--- src/rtl/ptx_pkg.sv ---
package ptx_pkg;
  localparam logic [1:0] TY_ACK  = 2'b00;
  localparam logic [1:0] TY_MSG  = 2'b01;
  localparam logic [1:0] TY_REQ  = 2'b10;
  localparam logic [1:0] TY_RDMA = 2'b11;

  typedef enum logic [1:0] {
    S_IDLE = 2'd0,
    S_HDR1 = 2'd1,
    S_PAY  = 2'd2
  } ptx_state_e;
endpackage

--- src/rtl/ptx_arbiter.sv ---
module ptx_arbiter #(
  parameter int N = 3
) (
  input  logic [N-1:0] req,
  output logic [N-1:0] gnt,
  output logic         any
);
  // lowest index has the highest priority
  for (genvar i = 0; i < N; i++) begin : g_pick
    if (i == 0) begin : g_top
      assign gnt[i] = req[0];
    end else begin : g_rest
      assign gnt[i] = req[i] & ~(|req[i-1:0]);
    end
  end

  assign any = |req;
endmodule

--- src/rtl/ptx_hdr_fmt.sv ---
module ptx_hdr_fmt
  import ptx_pkg::*;
#(
  parameter int DATA_W = 64,
  parameter int NODE_W = 8,
  parameter int SIZE_W = 16,
  localparam int PAY_W  = DATA_W - 2 - 2*NODE_W,
  localparam int ADDR_W = DATA_W / 2,
  localparam int BSH    = $clog2(DATA_W/8),
  localparam int CNT_W  = SIZE_W + 1 - BSH
) (
  input  logic [2:0]        gnt,
  input  logic [NODE_W-1:0] ack_src,
  input  logic [NODE_W-1:0] ack_dst,
  input  logic [PAY_W-1:0]  ack_pay,
  input  logic              mid_is_rdma,
  input  logic [NODE_W-1:0] mid_src,
  input  logic [NODE_W-1:0] mid_dst,
  input  logic [PAY_W-1:0]  mid_pay,
  input  logic [ADDR_W-1:0] mid_saddr,
  input  logic [ADDR_W-1:0] mid_daddr,
  input  logic [SIZE_W-1:0] mid_size,
  input  logic [NODE_W-1:0] req_src,
  input  logic [NODE_W-1:0] req_dst,
  input  logic [ADDR_W-1:0] req_saddr,
  input  logic [ADDR_W-1:0] req_daddr,
  input  logic [SIZE_W-1:0] req_size,
  output logic [DATA_W-1:0] word0,
  output logic [DATA_W-1:0] word1,
  output logic [CNT_W-1:0]  cnt,
  output logic              single
);
  localparam int PADW = DATA_W - 2 - 2*NODE_W - SIZE_W;

  function automatic logic [DATA_W-1:0] rdma_w0(input logic [1:0] ty,
      input logic [NODE_W-1:0] a, input logic [NODE_W-1:0] b,
      input logic [SIZE_W-1:0] sz);
    return {ty, a, b, {PADW{1'b0}}, sz};
  endfunction

  function automatic logic [CNT_W-1:0] words_of(input logic [SIZE_W-1:0] sz);
    logic [SIZE_W:0] r;
    r = {1'b0, sz} + (SIZE_W+1)'((DATA_W/8) - 1);
    return CNT_W'(r >> BSH);
  endfunction

  always_comb begin
    word0  = {TY_ACK, ack_src, ack_dst, ack_pay};
    word1  = '0;
    cnt    = '0;
    single = 1'b1;
    if (gnt[1]) begin
      if (mid_is_rdma) begin
        word0  = rdma_w0(TY_RDMA, mid_src, mid_dst, mid_size);
        word1  = {mid_saddr, mid_daddr};
        cnt    = words_of(mid_size);
        single = 1'b0;
      end else begin
        word0  = {TY_MSG, mid_src, mid_dst, mid_pay};
      end
    end else if (gnt[2]) begin
      word0  = rdma_w0(TY_REQ, req_src, req_dst, req_size);
      word1  = {req_saddr, req_daddr};
      single = 1'b0;
    end
  end
endmodule

--- src/rtl/ptx_sched.sv ---
module ptx_sched
  import ptx_pkg::*;
#(
  parameter int DATA_W = 64,
  parameter int NODE_W = 8,
  parameter int SIZE_W = 16,
  localparam int PAY_W  = DATA_W - 2 - 2*NODE_W,
  localparam int ADDR_W = DATA_W / 2,
  localparam int CNT_W  = SIZE_W + 1 - $clog2(DATA_W/8)
) (
  input  logic              clk,
  input  logic              rst,
  input  logic              ack_valid,
  output logic              ack_ready,
  input  logic [NODE_W-1:0] ack_src,
  input  logic [NODE_W-1:0] ack_dst,
  input  logic [PAY_W-1:0]  ack_pay,
  input  logic              mid_valid,
  output logic              mid_ready,
  input  logic              mid_is_rdma,
  input  logic [NODE_W-1:0] mid_src,
  input  logic [NODE_W-1:0] mid_dst,
  input  logic [PAY_W-1:0]  mid_pay,
  input  logic [ADDR_W-1:0] mid_saddr,
  input  logic [ADDR_W-1:0] mid_daddr,
  input  logic [SIZE_W-1:0] mid_size,
  input  logic              req_valid,
  output logic              req_ready,
  input  logic [NODE_W-1:0] req_src,
  input  logic [NODE_W-1:0] req_dst,
  input  logic [ADDR_W-1:0] req_saddr,
  input  logic [ADDR_W-1:0] req_daddr,
  input  logic [SIZE_W-1:0] req_size,
  input  logic              dma_valid,
  output logic              dma_ready,
  input  logic [DATA_W-1:0] dma_data,
  output logic              out_valid,
  input  logic              out_ready,
  output logic [DATA_W-1:0] out_data,
  output logic              out_sop,
  output logic              out_eop
);
  ptx_state_e        st;
  logic              o_valid, o_sop, o_eop;
  logic [DATA_W-1:0] o_data, w1_q;
  logic [CNT_W-1:0]  cnt_q;
  logic [2:0]        gnt;
  logic              any;
  logic [DATA_W-1:0] w0_n, w1_n;
  logic [CNT_W-1:0]  cnt_n;
  logic              single_n;
  logic              can_load, pop;

  ptx_arbiter #(.N(3)) u_arb (
    .req ({req_valid, mid_valid, ack_valid}),
    .gnt (gnt),
    .any (any)
  );

  ptx_hdr_fmt #(.DATA_W(DATA_W), .NODE_W(NODE_W), .SIZE_W(SIZE_W)) u_fmt (
    .gnt(gnt),
    .ack_src(ack_src), .ack_dst(ack_dst), .ack_pay(ack_pay),
    .mid_is_rdma(mid_is_rdma), .mid_src(mid_src), .mid_dst(mid_dst),
    .mid_pay(mid_pay), .mid_saddr(mid_saddr), .mid_daddr(mid_daddr),
    .mid_size(mid_size),
    .req_src(req_src), .req_dst(req_dst), .req_saddr(req_saddr),
    .req_daddr(req_daddr), .req_size(req_size),
    .word0(w0_n), .word1(w1_n), .cnt(cnt_n), .single(single_n)
  );

  assign can_load  = !o_valid || out_ready;
  assign pop       = !rst && (st == S_IDLE) && can_load;
  assign ack_ready = pop && gnt[0];
  assign mid_ready = pop && gnt[1];
  assign req_ready = pop && gnt[2];
  assign dma_ready = !rst && (st == S_PAY) && can_load;

  always_ff @(posedge clk) begin
    if (rst) begin
      st      <= S_IDLE;
      o_valid <= 1'b0;
      o_sop   <= 1'b0;
      o_eop   <= 1'b0;
      o_data  <= '0;
      w1_q    <= '0;
      cnt_q   <= '0;
    end else if (can_load) begin
      o_valid <= 1'b0;
      unique case (st)
        S_IDLE: if (any) begin
          o_valid <= 1'b1;
          o_data  <= w0_n;
          o_sop   <= 1'b1;
          o_eop   <= single_n;
          w1_q    <= w1_n;
          cnt_q   <= cnt_n;
          st      <= single_n ? S_IDLE : S_HDR1;
        end
        S_HDR1: begin
          o_valid <= 1'b1;
          o_data  <= w1_q;
          o_sop   <= 1'b0;
          o_eop   <= (cnt_q == '0);
          st      <= (cnt_q == '0) ? S_IDLE : S_PAY;
        end
        S_PAY: if (dma_valid) begin
          o_valid <= 1'b1;
          o_data  <= dma_data;
          o_sop   <= 1'b0;
          o_eop   <= (cnt_q == CNT_W'(1));
          cnt_q   <= cnt_q - CNT_W'(1);
          if (cnt_q == CNT_W'(1)) st <= S_IDLE;
        end
        default: st <= S_IDLE;
      endcase
    end
  end

  assign out_valid = o_valid;
  assign out_data  = o_data;
  assign out_sop   = o_sop;
  assign out_eop   = o_eop;


  hold_stable_chk: assert property (@(posedge clk) disable iff (rst)
    (out_valid && !out_ready) |=> (out_valid && $stable(out_data) &&
                                   $stable(out_sop) && $stable(out_eop)));


  one_ready_chk: assert property (@(posedge clk) disable iff (rst)
    $onehot0({ack_ready, mid_ready, req_ready}));


  ready_loads_sop_chk: assert property (@(posedge clk) disable iff (rst)
    (ack_ready || mid_ready || req_ready) |=> (out_valid && out_sop));


  mid_prio_chk: assert property (@(posedge clk) disable iff (rst)
    mid_ready |-> !ack_valid);


  req_prio_chk: assert property (@(posedge clk) disable iff (rst)
    req_ready |-> (!ack_valid && !mid_valid));


  no_preempt_chk: assert property (@(posedge clk) disable iff (rst)
    (st != S_IDLE) |-> !(ack_ready || mid_ready || req_ready));


  dma_pass_chk: assert property (@(posedge clk) disable iff (rst)
    (dma_valid && dma_ready) |=> (out_valid && !out_sop &&
                                  out_data == $past(dma_data)));


  dma_gap_chk: assert property (@(posedge clk) disable iff (rst)
    (dma_ready && !dma_valid) |=> !out_valid);
endmodule

--- config.mk ---
export PLATFORM = sky130hd
export DESIGN_NAME = ptx_sched
export DESIGN_NICKNAME = d
export VERILOG_FILES = /design/src/rtl/ptx_pkg.sv /design/src/rtl/ptx_arbiter.sv /design/src/rtl/ptx_hdr_fmt.sv /design/src/rtl/ptx_sched.sv
export SDC_FILE = /design/constraint.sdc
export NUM_CORES = 1
export LEC_CHECK = 0
export CELL_PAD_IN_SITES_DETAIL_PLACEMENT = 1
export CELL_PAD_IN_SITES_GLOBAL_PLACEMENT = 1
export CORE_MARGIN = 4
export CORE_UTILIZATION = 30
export CTS_CLUSTER_DIAMETER = 80
export DETAILED_ROUTE_END_ITERATION = 10
export PLACE_DENSITY = 0.95
export RECOVER_POWER = 50
export SYNTH_ARGS = -nofsm -noshare
export SYNTH_HDL_FRONTEND = slang
export SYNTH_HIERARCHICAL = 1
export SYNTH_SLANG_ARGS = --single-unit
--- constraint.sdc ---
create_clock -name clk -period 4.55 [get_ports clk]
set_input_delay 0.91 -clock clk [delete_from_list [all_inputs] [get_ports clk]]
set_output_delay 0.91 -clock clk [all_outputs]
set_load 0.02 [all_outputs]
# Word-level counts from Yosys, hierarchy flattened
# Cells that the tools add are included.
[word_totals]
wordCells = 71
out_inout_bits = 71
ff_bits = 147
inputBits = 372
[classes]
eq_ne = 6
bitwise_logic = 4
add_sub_neg = 2
reduce_logical = 20
muxes = 32
[op_table]
columns = ["operator", "n"]
rows = [
  ["$mux W64", 8],
  ["$pmux W64 S3", 1],
  ["$mux W14", 4],
  ["$pmux W14 S2", 1],
  ["$add A16 B3 Y17 const B", 1],
  ["$eq A14 B1 Y1 const B", 1],
  ["$logic_not A14 Y1", 1],
  ["$sub A14 B1 Y14 const B", 1],
  ["$reduce_and A4 Y1", 3],
  ["$mux W1", 10],
  ["$pmux W1 S3", 3],
  ["$mux W2", 4],
  ["$logic_and A1 B1 Y1", 7],
  ["$pmux W2 S3", 1],
  ["$ne A2 B2 Y1 const B", 2],
  ["$reduce_and A3 Y1", 1],
  ["$reduce_bool A3 Y1", 1],
  ["$reduce_or A3 Y1", 1],
  ["$and A1 B1 Y1", 2],
  ["$eq A2 B1 Y1 const B", 1],
  ["$eq A2 B2 Y1 const B", 1],
  ["$logic_not A1 Y1", 2],
  ["$logic_not A2 Y1", 1],
  ["$ne A2 B1 Y1 const B", 1],
  ["4 further kinds", 5],
]

# Logic depth before layout (Yosys ltp)
# Gate-level depths: netlist of the first run.
[depth]
ltp_word = 8
depth_mapped = 10
mapped_depth_nobuf = 8

# By module
# The synthesis of the first run kept the hierarchy.
[by_module_without_submodules]
columns = ["module", "cells_each", "instances", "seq_area_each_um2", "area_each_um2"]
rows = [
  ["ptx_sched", 877, 1, 2942.8, 6731.5],
  ["ptx_hdr_fmt", 298, 1, 0.0, 2129.5],
  ["ptx_arbiter", 4, 1, 0.0, 27.5],
]

# Worst setup path before layout of the first run
# OpenSTA, ideal clock, no wires.
[synth_timing]
path_kind = "input-to-output"
from = "input port rst"
to = "output port dma_ready"
stages = 3
n_path_buf = 2
t_required_ps = 3640
arrival_time_ps = 1720
slack_ps = 1920
cell_sequence = "buf_6 -> clkbuf_1 -> nor3_1"
[synth_between]
elab_chain_cells = 3
[synth_lines]
columns = ["element", "line_no", "text"]
rows = [
  ["from (decl)", "ptx_sched.sv:12", "input logic rst,"],
  ["$logic_not A1 Y1", "ptx_sched.sv:76", "assign dma_ready = !rst && (st == S_PAY) && can_load;"],
  ["$logic_and A1 B1 Y1 (2 in a row)", "ptx_sched.sv:76", ""],
  ["to (decl)", "ptx_sched.sv:35", "output logic dma_ready,"],
]
# Every way passes these cells.

==> results.txt, run 1 <==
The flow ran to the end, but the final reports show violations. The final reports fail on capacitance limit, slew limit. The number of antenna-violating nets in the routed design is 0, and the post-synthesis cell count is 1179.

Dividing the detail-routed via count by the number of cells gives 5.549. The library cell used most frequently in the layout, excluding fill and tap cells, is clkdlybuf4s50_1. For this run, the leading register cell type out of synthesis is dfxtp_1. The smallest clock period supported by the final layout is computed as 3.666 ns.

The run gives 0 as the number of buffers inserted by hold repair at cts. After routing, the total negative slack on setup checks comes to 0 ns. Number of synthesized flops with an enable pin: 0. By startpoint and endpoint, the worst setup path is classified as in2reg. During placement, the flow inserted port buffers numbering 442. Clock-pin slew was measured on the worst setup and hold paths at 0.07 ns. The worst path uses 80.56% of the clock period. On the final layout, the worst clock skew is 0.01255 ns. For the I/O pin count, the log shows 443.

For the worst-skew pair, the clock arrives at the later sink with an insertion delay of 0.42 ns. Counting flops and latches in the post-synthesis netlist gives 147. The initial antenna violation count is 1. The run gives 0 as the final hold violation count. At the worst endpoint, the required time is 4.85 ns.

Headroom to the max-slew limit came out at -14.20%. For the post-CTS setup repair buffer count, the log shows 0. For the worst setup path, the data arrival time is 3.97 ns. The tools report the peak supply drop as 228.9 uV. Leaving out fill and tap cells, the most frequent cells in the layout are clkdlybuf4s50_1 (373), nand2_1 (292), a21oi_1 (163).

The tools report the kind of end point of the critical path as a flip-flop. Summing the sequential cell areas from Yosys gives 33.11% of the chip area. TritonCTS built the clock tree.

The routed layout has 10780 vias. In the synthesized netlist the async set-or-reset flop fraction comes to 0%. Entering global routing, the biggest net connects 92 pins.

Actual transition at the worst max-transition pin: 1.713 ns. The floorplan step set the die width to 180.1 um. TritonCTS created 17 clock buffers. The kind of start point of the critical path was an input pin. The final layout contains routed wiring with a total length of 43950 um.

Setup violations remaining at the end of the flow were counted as 0. The critical path's largest stage delay is 1.34 ns. The run gives 0 as the residual DRC count. The largest individual stage delay along the critical path comes from the cell clkbuf_2. In this run the number of H-tree levels came out at 4. Once the floorplan was initialized, standard cells occupied 30.72% of the core.

The tools report the clock root buffer master as clkbuf_16. Detailed placement finished with a half-perimeter wire length of 33070 um. Derived from the worst setup path, the maximum achievable clock frequency is 272.8 MHz. Summed over all cells, the static leakage comes to 4.971 nW.

The max-cap violation count is 1. The full die area is 32450 um^2, and the combined area of all synthesized cells is 8889 um^2. The startpoint of the most critical setup path was rst. Walking the worst path, the cells encountered are clkbuf_1 -> buf_4 -> clkbuf_2 -> inv_1 -> o311a_1 -> mux2_2. The logs give 11160 for the via count of the first global-routing pass and 25.50% for the total track usage.

The number of rows in the core area was 62; the power per cell area was 302.5 nW/um^2. The count of unique library cells instantiated by Yosys was 60. Die boundary height: 180.1 um. In this run the worst path has a maximum fanout of 75. Before antenna repair, the detailed router went through 5 iterations. Setup slack on the worst reg-to-reg path comes out at 1.49 ns. The run gives 0.8811 as the last weighted congestion value of the routability-driven placer. Including well taps, the total number of placed cells is 1910. The number of sinks handled by clock tree synthesis is 147. Area overhead of the layout relative to synthesis: 58.70%.

For this run, the post-layout net count is 1923. Synthesis produced a netlist with a net count of 1557. The detailed-route wire length per cell is 22.62 um, and the area inside the core boundary is 28940 um^2. The startpoint identified for the worst register-to-register timing path is st[0]. Sum of overflow across all layers after global routing: 0.

The path type of the worst min-delay path was reg2reg. The post-route non-filler standard cell count is 1943. In this run, the number of DRC markers left after iteration 0 of detailed routing was 712. The launch point of the worst hold path is out_data[39]. Setup repair after global routing left no endpoint under its margin.

The Yosys warning count was 6. The first global-routing pass estimated 65750 um of wire. For the worst-case clock buffer depth, the log shows 2. A synthesized cell averages 7.539 um^2. The post-route netlist has 5.071% of its cells at a drive strength greater than 1. In this run, post-CTS repair resized a total of 0 instances.

The count of final max-slew check failures is 76.
[routing by layer]
layer,track usage [%],wire length [um],vias up
met5,0,0,-
met4,9.347,1601,0
met3,5.369,3028,79
met2,45.09,22090,449
met1,30.52,17230,5227
li1,-,-,5027
[synth_stat cells, types with 3 or more instances]
cell type    n  area (um^2)
and3_1       4        25.02
o21ai_0     31        155.2
nor2b_1     26        162.7
ha_1         6        75.07
nand2_1    292         1096
nor3_1       6        30.03
buf_6        5        56.30
a22oi_1     64        480.5
mux2i_1     32        320.3
a22o_1      95        832.1
xnor2_1      6        52.55
dfxtp_1    147         2943
clkbuf_1    75        281.5
nor2_1      27        101.4
xor2_1       3        26.28
or3_1        3        18.77
or4_1        4        30.03
a31oi_1      3        18.77
buf_4        5        37.54
nor4_1       5        31.28
o31ai_1      4        30.03
nand4_1      3        18.77
inv_1        8        30.03
buf_2       15        75.07
buf_1       15        56.30
a21oi_1    163        815.8
o211ai_1    66        495.5
nand3_1      6        30.03
a211oi_1    19        142.6
[path summary, 6_finish.rpt]
| check | endpoint | cells after the start |
|---|---|---|
| hold reg to reg | out_data[39] | 2 |
| setup reg to reg | cnt_q[8] | 7 |
| hold / removal | out_data[39] | 2 |
| setup / recovery | st[1] | 6 |
[cells by family (layout without fill, tap and decap cells)]
logic type,after synthesis,after routing,share of synthesized area (%)
buf+inv,126,505,6.391
simple gates,395,395,19.61
mux,33,33,3.730
xor+xnor,9,9,0.8869
compound gates,463,463,35.43
other cells,0,1,0
flops,147,147,33.11
fa+ha+maj,6,6,0.8446
[cell type report]
class                   instances  area (um^2)
clock buffers                  18        429.2
flip-flops and latches        147         2943
inverters                       9        33.78
multi-input cells             906         5446
diodes                          1        2.502
well taps                     384        480.5
repair buffers                464         4618
fillers                      3450        14830
clock inverters                14        152.6
[sequential cells by signal (all words and copies together), names as in the netlist]
| name | cells |
|---|---|
| out_data | 64 |
| w1_q | 64 |
| cnt_q | 14 |
| st | 2 |
| out_eop | 1 |
| out_sop | 1 |
| out_valid | 1 |
[through the flow]
stage	instance area [um^2]	total power, mW	setup slack, ns	hold slack [ns]	utilization (%)
finish	14110	4.267	0.8844	0.4519	48.75
global route	14110	4.452	0.7198	0.4685	48.75
CTS	14110	4.321	0.9959	0.4569	48.76
detailed placement	13530	2.888	0.9264	0.4477	46.75
global placement	13530	2.837	0.9883	0.4419	46.75
floorplan	8889	2.137	1.920	0.4341	-
[worst max-delay path, delay by kind of cell]
family	cells	cell delay (ns)
buffers and inverters	4	2.52
multiplexers	1	0.27
AO/OA/AOI/OAI	1	0.25
[power by group]
| group | internal [mW] | leakage (nW) | switching (mW) |
|---|---|---|---|
| logic | 0.636 | 3.48 | 0.743 |
| registers | 1.40 | 1.20 | 0.0665 |
| clock network | 0.818 | 0.291 | 0.609 |
No activity file was read; power rests on OpenSTA's default activity.
==> inputs of run 2 (changes only) <==
--- a/config.mk
+++ b/config.mk
@@ -8,10 +8,10 @@
 export CELL_PAD_IN_SITES_DETAIL_PLACEMENT = 1
 export CELL_PAD_IN_SITES_GLOBAL_PLACEMENT = 1
 export CORE_MARGIN = 4
-export CORE_UTILIZATION = 30
+export CORE_UTILIZATION = 25
 export CTS_CLUSTER_DIAMETER = 80
 export DETAILED_ROUTE_END_ITERATION = 10
-export PLACE_DENSITY = 0.95
+export PLACE_DENSITY = 0.87
 export RECOVER_POWER = 50
 export SYNTH_ARGS = -nofsm -noshare
 export SYNTH_HDL_FRONTEND = slang
==> constraint.sdc (replaced) <==
create_clock -name clk -period 3.1 [get_ports clk]
set_input_delay 0.62 -clock clk [delete_from_list [all_inputs] [get_ports clk]]
set_output_delay 0.62 -clock clk [all_outputs]
set_load 0.02 [all_outputs]
==> results.txt, run 2 (synthesized netlist as in run 1, its figures left out) <==
The flow ran to the end, and the final reports show no timing, DRC or antenna violations. In this run the count of I/O pins placed on the die edge is 443. For the finished layout, the period the worst path requires is 2.967 ns. The area overhead of the layout relative to synthesis was 61.12%; the final hold violation count was 0. The number of sinks handled by clock tree synthesis was 147.

The critical path is of the in2out type. IR analysis of the VDD net gives a maximum drop of 340.4 uV. Cells fill 41.15% of the core in the end.

The detail route stage leaves a number of antenna-violating nets equal to 0. The worst setup path is launched from an input pin. Dividing the detail-routed via count by the number of cells gives 5.253. The tightest min-delay check is of the reg2reg type.

The fraction of layout cells with a size suffix above 1 was 5.852%. For the area inside the core boundary, the log shows 34800 um^2. Summed over all failing endpoints, the final setup total negative slack is 0 ns. Leaving out fill and tap cells, the most frequent cells in the layout are clkdlybuf4s50_1 (373), nand2_1 (292), a21oi_1 (163). In this run the static leakage power is 5.043 nW. Count of final max-slew check failures: 0.

The total clock buffers created by CTS was 17. At the pin with the least slew margin, the transition time is 1.173 ns. The clock arrives with 0.01530 ns of skew. Of all nets on the critical path, the largest fanout is 2. The first-pass GRT wire length was 64610 um; the switching share of total power was 33.96%. The cell sitting at the root of the clock tree is a clkbuf_16. Setup violations remaining at the end of the flow were counted as 0. Global routing finished with a remaining overflow of 0. Global routing consumed, over all layers together, 21.12% of the routing resources.

The power spent charging and discharging nets was 2.137 mW; the worst-case clock buffer depth was 2. The detailed-route wire length per cell works out to 21.28 um. The final route contains 10650 vias.

For this design, the CTS-stage hold fixing added 0 buffers. Combinational cells account for 32.3% of the total power. The tools report the overall power after layout as 6.291 mW. The die boundary height was 196.6 um; the total internal power was 4.154 mW. The clock network power share is 33.6%.

The routed design has 43160 um of wire. Once the clock tree was built, the setup fixing pass inserted 0 buffers. Setup repair after global routing left no endpoint under its margin.

The tool flagged a number of max-cap violations equal to 0. The number of port buffers works out to 442. After layout, the worst setup slack is 0.1331 ns. The worst pin sits at a relative slew slack of 21.83%. After clock tree synthesis, the clock-pin slew on the worst setup and hold paths is 0.07 ns. The die boundary width is 196.6 um. The initialized floorplan defines 68 standard-cell rows. The number of gates given a new drive strength after cts was 0; the last weighted congestion value of the routability-driven placer was 0.8555. Based on the critical path, the design can be clocked at up to 337.0 MHz.

Once layout is done, the placed cells without fillers occupy 14320 um^2. The H-tree was split into 4 levels. The initial antenna violation count came out at 2. The initial utilization of the core area, before any placement, comes to 25.54%. The sequential share of power came out at 34.1%. TritonCTS built the clock tree. The tools report the initial DRC count as 464. The via count of the first global-routing pass came out at 11150. The final critical path takes up 95.71% of the cycle.

The full die area is 38630 um^2, and the final HPWL from detailed placement is 33000 um. Clock latency on the worst-skew pair, taken at its later pin, is 0.42 ns. The run gives 2.35 ns as the endpoint arrival time on the critical path. The kind of end point of the critical path was an output pin. Entering global routing, the biggest net connects 82 pins. The library cell used most frequently in the layout, excluding fill and tap cells, is clkdlybuf4s50_1. For this run, the post-layout net count is 1937. The run gives -0.07847 ns as the worst setup slack before clock tree synthesis. The first TritonRoute pass finished after 4 iterations. The required time reported for the critical path endpoint is 2.48 ns, and the instance area at placement is 13770 um^2.

Dividing total power by cell area gives a power density of 439.3 nW/um^2. The tools report the residual DRC count as 0.
[run 2: cell types whose count changed in the layout (fill, tap and decap cells not counted), moves of 3 or more]
cell      change
buf_4        +10
buf_12        +3
clkinv_2      -3
inv_6         +3
inv_8         +3
[run 2: cell type report]
cell class              instances  area (um^2)
fillers                      4107        20480
multi-input cells             906         5434
repair buffers                478         4755
flip-flops and latches        147         2943
well taps                     455        569.3
clock buffers                  17        425.4
clock inverters                15        158.9
inverters                       9        33.78
diodes                          1        2.502
[run 2: per-layer routing]
metal / part of all wire [%] / GRT usage [%]
met1: 41 / 26.00
met2: 50 / 37.03
met3: 5.9 / 4.479
met4: 3.0 / 6.517
met5: 0.030 / 0
[run 2: final timing paths]
kind / startpoint / endpoint / slack (ns) / cells after the start
max: mid_valid / req_ready / 0.13 / 5
min: out_data[44] / out_data[44] / 0.45 / 2
max reg2reg: st[1] / out_data[43] / 0.61 / 7
min reg2reg: out_data[44] / out_data[44] / 0.45 / 2
[run 2: power groups by stage]
stage	Combinational, mW	Sequential, mW	Clock, mW
floorplan	0.827	2.31	0
detailed placement	2.09	2.19	0
CTS	2.09	2.15	2.17
finish	2.03	2.15	2.11
global placement	2.03	2.18	0
global route	2.18	2.17	2.26
[run 2: worst max-delay path, cell delays in order]
cell	delay [ns]
clkdlybuf4s50_1	0.42
clkbuf_1	0.12
nor3b_2	0.34
and3_1	0.23
clkdlybuf4s50_1	0.61
[run 2: per-stage QoR]
| step | hold WS (ns) | cells |
|---|---|---|
| 6_report | 0.4530 | 2028 |
| 5_1_grt | 0.4728 | 2028 |
| 4_1_cts | 0.4600 | 2027 |
| 3_5_place_dp | 0.4500 | 1995 |
| 3_3_place_gp | 0.4412 | 1995 |
| 2_1_floorplan | 0.4341 | 1179 |
